$ cat config.mk
export PLATFORM = sky130hd
export DESIGN_NAME = pstage_fault_sup
export DESIGN_NICKNAME = d
export VERILOG_FILES = /design/src/rtl/pstage_fault_sup.sv
export SDC_FILE = /design/constraint.sdc
export NUM_CORES = 1
export LEC_CHECK = 0
export ABC_AREA = 1
export BUFFER_PORTS_ARGS = -buffer_cell sky130_fd_sc_hd__buf_2
export CORE_AREA = 3 3 40 42
export DETAILED_ROUTE_END_ITERATION = 6
export DIE_AREA = 0 0 43 45
export SLEW_MARGIN = 20
export SYNTH_ARGS = -nofsm -noshare
export SYNTH_HDL_FRONTEND = slang
export SYNTH_SLANG_ARGS = --single-unit
$ cat constraint.sdc
create_clock -name clk -period 3.2 [get_ports clk]
set_input_delay 0.32 -clock clk [delete_from_list [all_inputs] [get_ports clk]]
set_output_delay 0.32 -clock clk [all_outputs]
set_load 0.1 [all_outputs]
$ cat src/rtl/pstage_fault_sup.sv
module pstage_fault_sup #(
  parameter int TEMP_W    = 8,
  parameter int VS_W      = 8,
  parameter int NBR       = 4,
  parameter int WARN_CODE = 130,
  parameter int TRIP_CODE = 150,
  parameter int HYST_CODE = 25,
  parameter int UV_CODE   = 35
) (
  input  logic              clk,
  input  logic              rst_n,
  input  logic [TEMP_W-1:0] temp_code,
  input  logic [NBR-1:0]    ovc_flag,
  input  logic [VS_W-1:0]   vsup_code,
  input  logic              pwr_en,
  input  logic              tri_n,
  output logic              warn_n,
  output logic              fault_n,
  output logic              out_off
);
  localparam logic [TEMP_W-1:0] WARN_T = TEMP_W'(WARN_CODE);
  localparam logic [TEMP_W-1:0] TRIP_T = TEMP_W'(TRIP_CODE);
  localparam logic [TEMP_W-1:0] REL_T  = TEMP_W'(TRIP_CODE - HYST_CODE);
  localparam logic [VS_W-1:0]   UV_T   = VS_W'(UV_CODE);

  logic [2:0] tri_sync;
  logic       armed, therm_hot, flt_latch;
  logic       rise, fall, clr, hot_now, cond, uv;

  assign rise    = tri_sync[1] & ~tri_sync[2];
  assign fall    = ~tri_sync[1] & tri_sync[2];
  assign clr     = rise & armed;
  assign hot_now = (temp_code >= TRIP_T) | therm_hot;
  assign cond    = (|ovc_flag) | hot_now;
  assign uv      = vsup_code < UV_T;

  assign warn_n  = ~(temp_code > WARN_T);
  assign fault_n = ~(cond | flt_latch);
  assign out_off = cond | flt_latch | uv | ~pwr_en | ~tri_n;

  always_ff @(posedge clk or negedge rst_n) begin
    if (!rst_n) begin
      tri_sync  <= 3'b111;
      armed     <= 1'b0;
      therm_hot <= 1'b0;
      flt_latch <= 1'b0;
    end else begin
      tri_sync <= {tri_sync[1:0], tri_n};
      if (fall)      armed <= 1'b1;
      else if (rise) armed <= 1'b0;
      if (temp_code >= TRIP_T)     therm_hot <= 1'b1;
      else if (temp_code <= REL_T) therm_hot <= 1'b0;
      if (cond)     flt_latch <= 1'b1;
      else if (clr) flt_latch <= 1'b0;
    end
  end

  AST_THERM_HOLD: assert property (@(posedge clk) disable iff (!rst_n)
    (therm_hot && temp_code > REL_T) |=> !fault_n);
  AST_OCP_TRIP: assert property (@(posedge clk) disable iff (!rst_n)
    (|ovc_flag) |-> (!fault_n && out_off));
  AST_UV_OFF: assert property (@(posedge clk) disable iff (!rst_n)
    uv |-> out_off);
  AST_FAULT_HOLD: assert property (@(posedge clk) disable iff (!rst_n)
    (!fault_n && !clr) |=> !fault_n);
  AST_TRI_OFF: assert property (@(posedge clk) disable iff (!rst_n)
    (!tri_n || !pwr_en) |-> out_off);
endmodule

* Word-level counts from Yosys, hierarchy flattened
Index checks and enable logic that the tools add are counted.
** Word-level totals
- Bits in registers :: 6
- Bits in latches :: 0
- Memory bits (writable) :: 0
- Memory bits (read-only) :: 0
- Memories :: 0
** Cells by class
- Add/sub/neg operators :: 0
- Multiply operators :: 0
- Divide/modulo/power cells :: 0
- $lt $le $gt $ge :: 4
- Equality and inequality tests :: 0
- Shifts and indexed selects :: 0
- Mux-type cells :: 6
- Bitwise gates (word level) :: 15
- Reductions and logical operators :: 4
** Operator list (number)
- greater-or-equal comparator 8 bit, second input constant :: 1
- > comparator 8 bit, second input constant :: 1
- <= comparator 8 x 7 -> 1 bit, second input constant :: 1
- less-than comparator 8 x 6 -> 1 bit, second input constant :: 1
- two-way mux 1 bit :: 6
- NOT 1 bit :: 6
- OR 1 bit :: 6
- nonzero test 2 bit :: 3
- OR reduction 4 bit :: 1
- AND 1 bit :: 3

* Depth between registers and ports, before layout
Gate-level depths: netlist of the first run.
- Depth after elaboration :: 7
- Gate-level depth with buffers :: 6
- Gate-level depth less buffers :: 6

* Least setup slack after synthesis of the first run
OpenSTA, ideal clock, no wires.
- Path kind :: reg2out
- Start point :: register therm_hot
- End point :: output port out_off
- Data arrival time :: 2.430 ns
- Setup slack :: 0.450 ns
- Cell stages (with the launch flop) :: 6
- Path through :: dfrtp_1 > or2_1 > nor2_2 > nand2_1 > nor2_2 > nand2_1
** On the way
- Cells in the longest elaborated chain, start to end :: 6
** RTL lines
- from (decl) :: RTL line 27 : logic armed, therm_hot, flt_latch;
- from (signal assigned) :: RTL line 45 : therm_hot <= 1'b0;
- from (signal assigned) :: RTL line 51 : if (temp_code >= TRIP_T) therm_hot <= 1'b1;
- from (signal assigned) :: RTL line 52 : else if (temp_code <= REL_T) therm_hot <= 1'b0;
- OR 1 bit :: RTL line 33 : assign hot_now = (temp_code >= TRIP_T) | therm_hot;
- OR 1 bit :: RTL line 34 : assign cond = (|ovc_flag) | hot_now;
- OR 1 bit (4 in a row) :: RTL line 39 : assign out_off = cond | flt_latch | uv | ~pwr_en | ~tri_n;
- to (decl) :: RTL line 19 : output logic out_off
Every way passes these cells.

* Worst setup path after layout of the first run
- Start point :: register therm_hot
- End point :: output port fault_n
** On the way
- Cells in the longest elaborated chain, start to end :: 4
** RTL lines
- OR 1 bit :: RTL line 33
- OR 1 bit :: RTL line 34
- OR 1 bit :: RTL line 38 : assign fault_n = ~(cond | flt_latch);
- NOT 1 bit :: RTL line 38
- to (decl) :: RTL line 18 : output logic fault_n,
Every way passes these cells.

==> metrics, run 1 <==
Crit Path Max Fanout 2; post-synthesis sequential area ratio 0.423; n_diodes 0; multi-input gate area in the final layout 184 um2; Detailed Place HPWL 674 um; RR Startpoint tri_sync[1]; fillers 138; hold endpoint tri_sync[0]; Setup CP Type flip-flop to output port; YS warnings 0; DIE AREA 0.00194 mm2; Reg clk slew, reported paths 0.05 ns; worst vdd ir 0.000135 V; clock sinks 6; Mapped Cells 49; Seq cells post-synth 6; final hold slack 0.198 ns; reg2reg setup slack 1.92 ns; Core ar. 0.00128 mm2; period utilization 0.591; I/O Buffers 26; initial antenna violation count 0; Via-to-Cell Ratio 4.21; Power Total 194 uW; Ports 27; initial DRC count 5; Cell Rows 13; post-detailed-route wirelength per cell 7.52 um; DIE HEIGHT 45 um; largest net degree at the start of global routing 7; All-Layer GR Usage 0.0865; max-cap check violation count 0; TritonRoute pass-1 iters 4; worst reg2reg path endpoint armed; worst skew pair latency 0.24 ns; final hold violations 0; total CTS buffers 3; Startpoint Class flip-flop; first-pass GRT wire length 1.26 mm; Routability Congestion 0.646; Power Density 354 mW/mm2; routed vias 400; Hold Crit Class input pin to flip-flop; synth unique cells 15; final net count 107; CTS tree yes; final wirelength 714 um; Die W 43 um; H-tree levels 1; number of global-route vias before repair 363; synthesized cell area 364 um2; post-route ant nets 0; Setup TNS 0 ns; Min-Delay Path Depth 1; R2R cell count 3; final std cells w/o fill 95; clock buffer depth 2; relative slew slack 0.679; Layout area overhead 50.9%; Tmin final 1.89 ns; final number of max-transition violations 0; initial core utilization 0.283; total global routing overflow 0; register area 154 um2; status complete, no violations; critical path endpoint category output port; layout cells sized above 1 0.450; Gates resized, CTS repair 0; Max Clk Rate 529 MHz; DR DRC count 0; Hold Crit Start tri_n; Layout Utilization 0.427; post-synthesis average cell area 7.43 um2; Setup-failing EPs final 0; WP data required 2.88 ns; slew of the pin with the lowest slew margin 0.485 ns; unrepaired setup endpoints after global routing false; Critical Path AT 1.57 ns; syn nets 75; Leak 0.000308 uW; Root Driver clkbuf_4; clock skew 0.00672 ns; dpl cells 90
-- area by class of cell --
type	instances	share of cell area
Multi-Input combinational cell	36	0.335
Sequential cell	6	0.280
Timing Repair Buffer	27	0.255
Clock buffer	4	0.0478
Inverter	7	0.0478
Tap cell	15	0.0342
-- cell usage after synthesis, drive strengths merged --
master / count / share of area
nand2: 16 / 0.17
ha: 2 / 0.069
o211ai: 1 / 0.021
inv: 7 / 0.072
mux2: 1 / 0.031
dfstp: 3 / 0.22
nor2: 7 / 0.086
nand3: 4 / 0.055
dfrtp: 3 / 0.21
a21oi: 1 / 0.014
o21ai: 1 / 0.014
or2: 1 / 0.017
nor3: 2 / 0.027
-- power breakdown --
part           total, uW  switching, uW  internal, uW
Sequential          84.6           2.21          82.4
Combinational       38.4           20.0          18.4
Clock               71.4           24.3          47.0
Total                194           46.5           148
-- logic make-up (layout without fill, tap and decap cells) --
kind of cell               Yosys count  in the layout  synth area share
adders and majority gates            2              2            0.0687
and+or+nand+nor                     30             30             0.357
DFF                                  6              6             0.423
muxes                                1              1            0.0309
buffers and inverters                7             38            0.0722
AOI/OAI and AO/OA                    3              3            0.0481
-- layer usage --
metal	wire length, um	GRT usage	vias up
met4	0	0.0542	0
met1	275	0.0938	169
li1	-	-	214
met2	357	0.147	17
met5	0	0	-
met3	81	0.0279	0
-- worst max-delay path by stage --
stage          depth (start not counted)  endpoint        start
2_1_floorplan                          5   out_off    therm_hot
3_3_place_gp                           6   fault_n  ovc_flag[1]
3_5_place_dp                           6   fault_n  ovc_flag[1]
4_1_cts                                5   fault_n    therm_hot
5_1_grt                                5   fault_n    therm_hot
6_report                               5   fault_n    therm_hot
-- what timing repair did --
action | in CTS | in global routing
hold buffers | 1 | 0
buffers inserted | 0 | 0
hold endpoints to repair | 3 | 0
-- through the flow --
| stage | setup WS, ns | cell area (um2) |
|---|---|---|
| 6_report | 1.31 | 549 |
| 5_1_grt | 1.21 | 549 |
| 4_1_cts | 1.28 | 549 |
| 3_5_place_dp | 1.51 | 513 |
| 3_3_place_gp | 1.52 | 513 |
| 2_1_floorplan | 0.450 | 364 |
-- flip-flops by register name, indices dropped and copies added (netlist names) --
register,cells
therm_hot,1
armed,1
flt_latch,1
tri_sync,3
-- worst max-delay path, cell delays in order (launching register included) --
cell and delay, ns:
dfrtp_1 0.36, or2_1 0.23, nor2_2 0.12, nand2_1 0.07, nor2_2 0.11, buf_2 0.44
-- placed cells by master, fill, tap and decap left out --
master         count
clkbuf_1           1
mux2_2             1
or2_1              1
nor2_1             5
inv_1              7
nand3_1            4
clkbuf_4           3
nand2_1           15
dfstp_2            3
dfrtp_1            3
o211ai_1           1
ha_1               2
o21ai_0            1
nor3_1             2
buf_2             26
nor2_2             2
dlygate4sd3_1      1
nand2_2            1
a21oi_1            1
Note: power is estimated with default switching activity, not from simulation.
==> run 2: changes to the inputs <==
clock period = 1.8 ns   (was 3.2 ns; I/O delays follow)
==> metrics, run 2 (synthesis gave the netlist of run 1 again) <==
Layout area overhead 61.5%; Via-to-Cell Ratio 4.18 (-0.75%); most common cell after layout, fill and taps aside buf_2; Routability Congestion 0.690 (+6.8%); slew of the pin with the lowest slew margin 0.486 ns (+0.000533 ns); Hold Crit Class input pin to flip-flop; Setup CP Type flip-flop to output port; worst reg2reg path endpoint armed; largest net degree at the start of global routing 7 (unchanged); number of global-route vias before repair 357 (-1.7%); Die W 43 um (unchanged); period utilization 0.943; final net count 107 (unchanged); final hold violations 0 (unchanged); initial antenna violation count 0 (unchanged); total CTS buffers 3 (unchanged); max-cap check violation count 0 (unchanged); reg2reg setup slack 0.51 ns (-1.41 ns); worst vdd ir 0.000323 V (+140%); final wirelength 799 um (+12%); final number of max-transition violations 0 (unchanged); Tmin final 1.70 ns; R2R cell count 3 (unchanged); Layout Utilization 0.458 (+0.0302); Largest register FFs 3 (unchanged); hold endpoint tri_sync[0]; TritonRoute pass-1 iters 4 (unchanged); relative slew slack 0.679 (about the same); register area 154 um2 (unchanged); most frequent cells in the layout buf_2, nand2_1, inv_1; routed vias 397 (-0.75%); Max Clk Rate 589 MHz; Power Density 596 mW/mm2 (+68%); CTS tree yes; Cell Rows 13 (unchanged); initial DRC count 2 (-3); H-tree levels 1 (unchanged); post-route ant nets 0 (unchanged); I/O Buffers 26 (unchanged); Critical Path AT 1.52 ns (-0.05 ns); Biggest register tri_sync; critical path endpoint category output port; Detailed Place HPWL 721 um (+7.0%); Root Driver clkbuf_4; Ports 27 (unchanged); Setup-failing EPs final 0 (unchanged); WP data required 1.62 ns (-1.26 ns); Min-Delay Path Depth 1 (unchanged); Startpoint Class flip-flop; Setup TNS 0 ns (unchanged); n_diodes 0 (unchanged); Reg clk slew, reported paths 0.05 ns (about the same); clock skew 0.00712 ns (+0.000395 ns); post-detailed-route wirelength per cell 8.41 um (+12%); DR DRC count 0 (unchanged); layout cells sized above 1 0.463 (+0.0125); unrepaired setup endpoints after global routing false; total global routing overflow 0 (unchanged); status complete, no violations; Hold Crit Start tri_n; DIE AREA 0.00194 mm2 (unchanged); # Post-CTS Setup Buffers 0 (unchanged); Crit Path Max Fanout 2 (unchanged); clock sinks 6 (unchanged); All-Layer GR Usage 0.0972 (+0.0108); worst skew pair latency 0.24 ns (about the same); DIE HEIGHT 45 um (unchanged); Core ar. 0.00128 mm2 (unchanged); multi-input gate area in the final layout 205 um2 (+12%); RR Startpoint tri_sync[1]; initial core utilization 0.283 (unchanged); first-pass GRT wire length 1.34 mm (+6.6%); fillers 133 (-3.6%); Leak 0.000314 uW (+1.9%); clock buffer depth 2 (unchanged)
## run 2: layout make-up
cell class,count,area share
Clock buffer,4,0.0447
Inverter,7,0.0447
Multi-Input combinational cell,36,0.349
Sequential cell,6,0.262
Tap cell,15,0.0319
Timing Repair Buffer,27,0.268
## run 2: per-layer routing
layer,GRT usage,up-vias,share of wire
met2,0.162,18,0.52
li1,-,214,-
met5,0,-,0
met3,0.0518,0,0.098
met4,0.0723,0,0
met1,0.0909,165,0.38
## run 2: how the worst max path moves through the flow
stage,from,slack (ns),cells after the start,end
after global placement,therm_hot,0.28,6,out_off
after global routing,therm_hot,0.006,6,out_off
after CTS,therm_hot,0.05,6,out_off
after floorplan,therm_hot,0.01,5,out_off
final,therm_hot,0.10,6,out_off
after detailed placement,therm_hot,0.27,6,out_off
## run 2: where the power goes
part | switching [uW] | leakage (uW) | internal, uW
Combinational | 37.7 | 0.000234 | 32.9
Sequential | 3.57 | 0.0000644 | 146
Clock | 46.0 | 0.0000150 | 83.8
Total | 87.2 | 0.000314 | 263
## run 2: critical path, stage by stage, from the launching register on
cell and delay, ns:
dfrtp_1 0.36, or2_1 0.23, nor2_2 0.12, nand2_1 0.09
nor2_4 0.19, nand2_8 0.05, buf_4 0.24
## run 2: through the flow
stage | total power, uW | hold slack, ns | area [um2] | cells | setup WS [ns]
floorplan | 187 | -0.116 | 385 | 49 | 0.0127
CTS | 360 | 0.0319 | 588 | 95 | 0.0502
finish | 350 | 0.0447 | 588 | 95 | 0.102
global route | 378 | 0.0286 | 588 | 95 | 0.00626
global placement | 220 | 0.00539 | 549 | 90 | 0.283
detailed placement | 222 | 0.00554 | 549 | 90 | 0.270
## run 2: repair_timing
action                                  4_1_cts  5_1_grt
hold buffers                                  1        0
hold endpoints to repair                      6        0
gates resized for setup                       1        0
endpoints found under the setup margin        1        1
pin swaps                                     0        1
